$ cat config.mk
export PLATFORM = sky130hd
export DESIGN_NAME = pit_timer
export DESIGN_NICKNAME = d
export VERILOG_FILES = /design/src/rtl/pit_pkg.sv /design/src/rtl/pit_regs.sv /design/src/rtl/pit_core.sv /design/src/rtl/pit_rdmux.sv /design/src/rtl/pit_timer.sv
export SDC_FILE = /design/constraint.sdc
export NUM_CORES = 1
export LEC_CHECK = 0
export BUFFER_PORTS_ARGS = -buffer_cell sky130_fd_sc_hd__buf_2
export CAP_MARGIN = 40
export CORE_MARGIN = 1.5
export CORE_UTILIZATION = 50
export DETAILED_ROUTE_END_ITERATION = 12
export PLACE_DENSITY = 0.7
export SYNTH_ARGS = -nofsm -noshare
export SYNTH_HDL_FRONTEND = slang
export SYNTH_HIERARCHICAL = 1
export SYNTH_SLANG_ARGS = --single-unit
$ cat constraint.sdc
create_clock -name clk -period 1.9 [get_ports clk]
set_input_delay 0.19 -clock clk [delete_from_list [all_inputs] [get_ports clk]]
set_output_delay 0.19 -clock clk [all_outputs]
set_load 0.01 [all_outputs]
$ cat src/rtl/pit_pkg.sv
package pit_pkg;

    localparam int PIT_DW = 8;
    localparam int PIT_NB = 3;

    typedef struct packed {
        logic pending;
        logic enable;
    } pit_ctrl_t;

    // a loaded count of one or zero ends the period on the next tick
    function automatic logic pit_at_end(input logic [PIT_DW*PIT_NB-1:0] cnt);
        return (cnt <= 1);
    endfunction

endpackage

$ cat src/rtl/pit_regs.sv
module pit_regs
    import pit_pkg::*;
#(
    parameter int DW = PIT_DW,
    parameter int NB = PIT_NB,
    parameter int AW = $clog2(NB + 1)
) (
    input  logic             clk,
    input  logic             rst,
    input  logic             wr_en,
    input  logic [AW-1:0]    addr,
    input  logic [DW-1:0]    wr_data,
    input  logic             apply_now,
    output logic [NB*DW-1:0] stg_val,
    output pit_ctrl_t        ctrl
);

    localparam int CTRL_OFF = NB;

    logic [NB-1:0][DW-1:0] stg_q;
    pit_ctrl_t             ctrl_q;

    for (genvar b = 0; b < NB; b++) begin : g_stage
        always_ff @(posedge clk) begin
            if (rst) begin
                stg_q[b] <= '0;
            end else if (wr_en && addr == AW'(b)) begin
                stg_q[b] <= wr_data;
            end
        end
        assign stg_val[b*DW +: DW] = stg_q[b];
    end

    // a new request wins over the clear of the one being applied
    always_ff @(posedge clk) begin
        if (rst) begin
            ctrl_q <= '0;
        end else begin
            if (apply_now) begin
                ctrl_q.pending <= 1'b0;
            end
            if (wr_en && addr == AW'(CTRL_OFF)) begin
                ctrl_q.enable <= wr_data[DW-2];
                if (wr_data[DW-1]) begin
                    ctrl_q.pending <= 1'b1;
                end
            end
        end
    end

    assign ctrl = ctrl_q;

endmodule

$ cat src/rtl/pit_core.sv
module pit_core
    import pit_pkg::*;
#(
    parameter int IW = PIT_DW * PIT_NB
) (
    input  logic          clk,
    input  logic          rst,
    input  logic          tick_in,
    input  logic [IW-1:0] stg_val,
    input  pit_ctrl_t     ctrl,
    output logic          apply_now,
    output logic [IW-1:0] act_val,
    output logic          pulse_out
);

    logic [IW-1:0] act_q;
    logic [IW-1:0] cnt_q;
    logic          pulse_q;
    logic          idle;
    logic          expire;

    always_comb begin
        idle      = (act_q == '0);
        expire    = tick_in && !idle && pit_at_end(cnt_q);
        apply_now = ctrl.pending && (idle || expire);
    end

    always_ff @(posedge clk) begin
        if (rst) begin
            act_q   <= '0;
            cnt_q   <= '0;
            pulse_q <= 1'b0;
        end else begin
            pulse_q <= expire && ctrl.enable;
            if (apply_now) begin
                act_q <= stg_val;
                cnt_q <= stg_val;
            end else if (expire) begin
                cnt_q <= act_q;
            end else if (tick_in && !idle) begin
                cnt_q <= cnt_q - 1'b1;
            end
        end
    end

    assign act_val   = act_q;
    assign pulse_out = pulse_q;

endmodule

$ cat src/rtl/pit_rdmux.sv
module pit_rdmux
    import pit_pkg::*;
#(
    parameter int DW = PIT_DW,
    parameter int NB = PIT_NB,
    parameter int AW = $clog2(NB + 1)
) (
    input  logic             clk,
    input  logic             rst,
    input  logic             rd_en,
    input  logic [AW-1:0]    addr,
    input  logic [NB*DW-1:0] stg_val,
    input  pit_ctrl_t        ctrl,
    output logic [DW-1:0]    rd_data
);

    logic [DW-1:0] sel;
    logic [DW-1:0] rd_q;

    always_comb begin
        sel = '0;
        for (int b = 0; b < NB; b++) begin
            if (addr == AW'(b)) begin
                sel = stg_val[b*DW +: DW];
            end
        end
        if (addr == AW'(NB)) begin
            sel = {ctrl.pending, ctrl.enable, {(DW-2){1'b0}}};
        end
    end

    always_ff @(posedge clk) begin
        if (rst) begin
            rd_q <= '0;
        end else begin
            rd_q <= rd_en ? sel : '0;
        end
    end

    assign rd_data = rd_q;

endmodule

$ cat src/rtl/pit_timer.sv
module pit_timer
    import pit_pkg::*;
#(
    parameter int DW = PIT_DW,
    parameter int NB = PIT_NB,
    parameter int AW = $clog2(NB + 1)
) (
    input  logic          clk,
    input  logic          rst,
    input  logic          tick_in,
    input  logic          wr_en,
    input  logic          rd_en,
    input  logic [AW-1:0] addr,
    input  logic [DW-1:0] wr_data,
    output logic [DW-1:0] rd_data,
    output logic          pulse_out
);

    localparam int IW = DW * NB;

    logic [IW-1:0] stg_val;
    logic [IW-1:0] act_q;
    pit_ctrl_t     ctrl;
    logic          apply_now;
    logic          pending_q;
    logic          oe_q;

    pit_regs #(.DW(DW), .NB(NB), .AW(AW)) u_regs (
        .clk       (clk),
        .rst       (rst),
        .wr_en     (wr_en),
        .addr      (addr),
        .wr_data   (wr_data),
        .apply_now (apply_now),
        .stg_val   (stg_val),
        .ctrl      (ctrl)
    );

    pit_core #(.IW(IW)) u_core (
        .clk       (clk),
        .rst       (rst),
        .tick_in   (tick_in),
        .stg_val   (stg_val),
        .ctrl      (ctrl),
        .apply_now (apply_now),
        .act_val   (act_q),
        .pulse_out (pulse_out)
    );

    pit_rdmux #(.DW(DW), .NB(NB), .AW(AW)) u_rd (
        .clk     (clk),
        .rst     (rst),
        .rd_en   (rd_en),
        .addr    (addr),
        .stg_val (stg_val),
        .ctrl    (ctrl),
        .rd_data (rd_data)
    );

    assign pending_q = ctrl.pending;
    assign oe_q      = ctrl.enable;

endmodule

==> results.md <==
- WP data required: roughly 2.2 ns
- Final hold violations: 0
- Post-layout power: 6.24 mW
- Period utilisation layout: 1.12
- CP Launch Point: u_core/cnt_q[4]$_SDFFE_PP0P_
- Vias in the first global route: 4727
- Tightest Hold Check Type: input port to flop
- Achievable Freq: about 470 MHz
- Layout Nets: 671
- Slew Limit Fails: 0
- Iter 0 DRT Violations: 467
- Antenna viol nets, final: 0
- Async set or reset register ratio after synthesis: 0
- Post-Synthesis Net Count: 544
- P per Cell Area: between 900 and 1000 nW/um^2
- Layout fillers: 536
- Worst VDD drop: 0.662 mV
- Total number of vias: 4920
- H-tree levels: 3
- Failing checks: negative setup slack
- Critical path endpoint category: flop
- CP arrival: approximately 2.4 ns
- Sink Count: 83
- N_diodes: 0
- Detailed Routing Iterations Pass 1: 7
- Rows: 34
- Crit path launch type: flop
- Fraction of layout cells with a size suffix above 1: 0.501
- Io pins: 24
- Pleak: ~2.8 nW
- Status: finished, violations left
- Starting Density: 0.512
- Synth Instances: 527
- Synth Flop Type: dfxtp_1
- Setup slack after layout: -0.231 ns
- Initial antenna violation count: 0
- RePlAce Congestion: ~0.94
- Grt ovf: 0
- Synth warnings: 6
- Core Util, Final: 0.766
- Mapped cell area: 4430 sq um
- R2R depth: 10
- CTS tree: built
- Footprint of the multi-input gates: around 3300 sq um
- Top cells by count, synth: dfxtp_1, nand2_1, a21oi_1, nand2b_1, nor2_1
- Reg area: 1690 sq um
- Setup CP Type: flop to flop
- Setup Total Neg Slack: -7.36 ns
- Clock skew: 0.0145 ns
- TritonCTS buffer count: 9
- Hold Path End: u_regs/stg_val[18]$_SDFFE_PP0P_
- Reg-to-reg endpoint: u_core/cnt_q[20]$_SDFFE_PP0P_
- WHS Path Cells: 3
- Final Setup Violations: 49
- Post-synth EDFFs: 0
- Die W: about 97 um
- Worst r2r src: u_core/cnt_q[4]$_SDFFE_PP0P_
- Die area: about 9400 sq um
- Global-route wire length before repair: 25.2 mm
- Largest net degree at the start of global routing: 33
- Top cell type's share of synthesized area: 0.375
- CP max FO: 4
- RSZ-0062 raised after global routing: true
- Worst Min Path Start: wr_data[2]
- Final wirelength: 17.4 mm
- Most numerous cell in the Yosys netlist: dfxtp_1
- Max-cap violations: 0
- Dpl hpwl: 9.95 mm
- #FFs+latches synth: 83
- Register area share after synthesis: 0.375
- Clk Latency, worst-skew pair: 0.38 ns
- Buffers on Ports: 23
- Synth Area per Inst: roughly 8.4 sq um
- Drt wl/cell: 22.7 um
- Min Tclk post-route: 2.13 ns
- Max Buffers Root-to-Sink: 2
- Die H: 97.1 um
- GRT Total Usage: 0.343
- Reg clk slew, reported paths: about 0.1 ns
- Synth top area cells: dfxtp_1, a21oi_1, mux2i_1
- Max_slew headroom: 0.532
- Root buffer cell: clkbuf_8
- Syn-to-layout area delta: 49.6%
- # DRC: 0
- Core region area: around 8600 sq um
- Netlist cell types: 70
- Worst Max-Slew Pin Slew: 0.700 ns
- Vias per cell: 6.41
- R2R Setup Slk: -0.23 ns
- Leading area contributor after synthesis: dfxtp_1
registers in the layout, summed over array words and instances (netlist names):
name,flops
u_regs/stg_val,24
u_core/cnt_q,24
u_rd/rd_data,8
u_core/act_val,24
u_core/pulse_out,1
u_regs/ctrl,2
where the power goes:
| part | internal, mW | switching (mW) |
|---|---|---|
| combinational | 1.46 | 1.66 |
| sequential | 1.82 | 0.0961 |
| clock | 0.489 | 0.720 |
final cells by class:
cell class                 instances  area share
multi-input combinational        401       0.497
sequential                        83       0.256
timing repair buffer             153       0.196
tap                              108      0.0204
clock buffer                      10      0.0193
clock inverter                     6     0.00737
inverter                           6     0.00454
cell usage in the layout (no fill, tap or decap), types with 4 or more instances in the layout:
cell type  instances
nor4_2             4
dfxtp_1           64
buf_6             25
buf_2             23
o21ai_4            4
dfxtp_2           16
buf_4             96
nand2_4           13
nand4_1            4
o21ai_0           13
nor2_2             6
mux2i_1           27
a211oi_1          12
and2b_1            4
o21ai_1           12
nand2_1           31
a21oi_1           22
o21ai_2            4
nand3_1           15
xor2_1            11
nor2_1            20
nand2_2           20
clkbuf_8           9
a21oi_2           29
nand2b_1          41
nor3_1             8
buf_12             4
nor4_4             8
o22ai_2            4
kinds of logic (layout without fill, tap and decap cells):
family	count (synthesis)	in the layout	synth area share
buffers and inverters	43	175	0.0455
AOI/OAI and AO/OA	138	138	0.194
adders and majority gates	2	2	0.00565
DFF	83	83	0.375
muxes	29	29	0.0721
and+or+nand+nor	215	215	0.273
xor gates and xnor gates	17	17	0.0336
per-stage QoR:
stage	cells	area, sq um	setup slack (ns)	hold slack, ns
after floorplan	527	4480	-0.155	0.388
after global placement	724	5340	-0.190	0.460
after detailed placement	724	5340	-0.271	0.467
after CTS	764	6270	-0.185	0.123
after global routing	767	6620	-0.362	0.137
final	767	6620	-0.231	0.126
how the worst max path moves through the flow:
stage	endpoint	slack [ns]	cells past startpoint
floorplan	u_core/cnt_q[11]$_SDFFE_PP0P_	-0.16	7
global placement	u_core/cnt_q[20]$_SDFFE_PP0P_	-0.19	8
detailed placement	u_core/cnt_q[21]$_SDFFE_PP0P_	-0.27	6
CTS	u_core/cnt_q[18]$_SDFFE_PP0P_	-0.18	6
global route	u_core/cnt_q[20]$_SDFFE_PP0P_	-0.36	10
finish	u_core/cnt_q[20]$_SDFFE_PP0P_	-0.23	10
per-layer routing:
metal  track usage  vias up  share of wire
li1              -     2154              -
met1         0.428     2319           0.37
met2         0.547      338           0.47
met3        0.0878      109          0.096
met4         0.175        0          0.063
met5             0        -              0
worst max-delay path, cell delays in order, from the launching register on:
cell and delay (ns):
dfxtp_2 0.35, nor4_4 0.34, buf_4 0.19, nand3_4 0.08
buf_6 0.13, buf_4 0.13, nor4_2 0.19, buf_4 0.23
a31o_1 0.15, o2bb2ai_2 0.12, a211oi_2 0.08
repair_timing:
item | in CTS | in global routing
pin swaps | 59 | 48
cloned | 5 | 0
hold buffers | 0 | 0
gates resized for setup | 135 | 88
setup buffers | 20 | 5
endpoints found under the setup margin | 49 | 49
No activity file was read; power rests on OpenSTA's default activity.
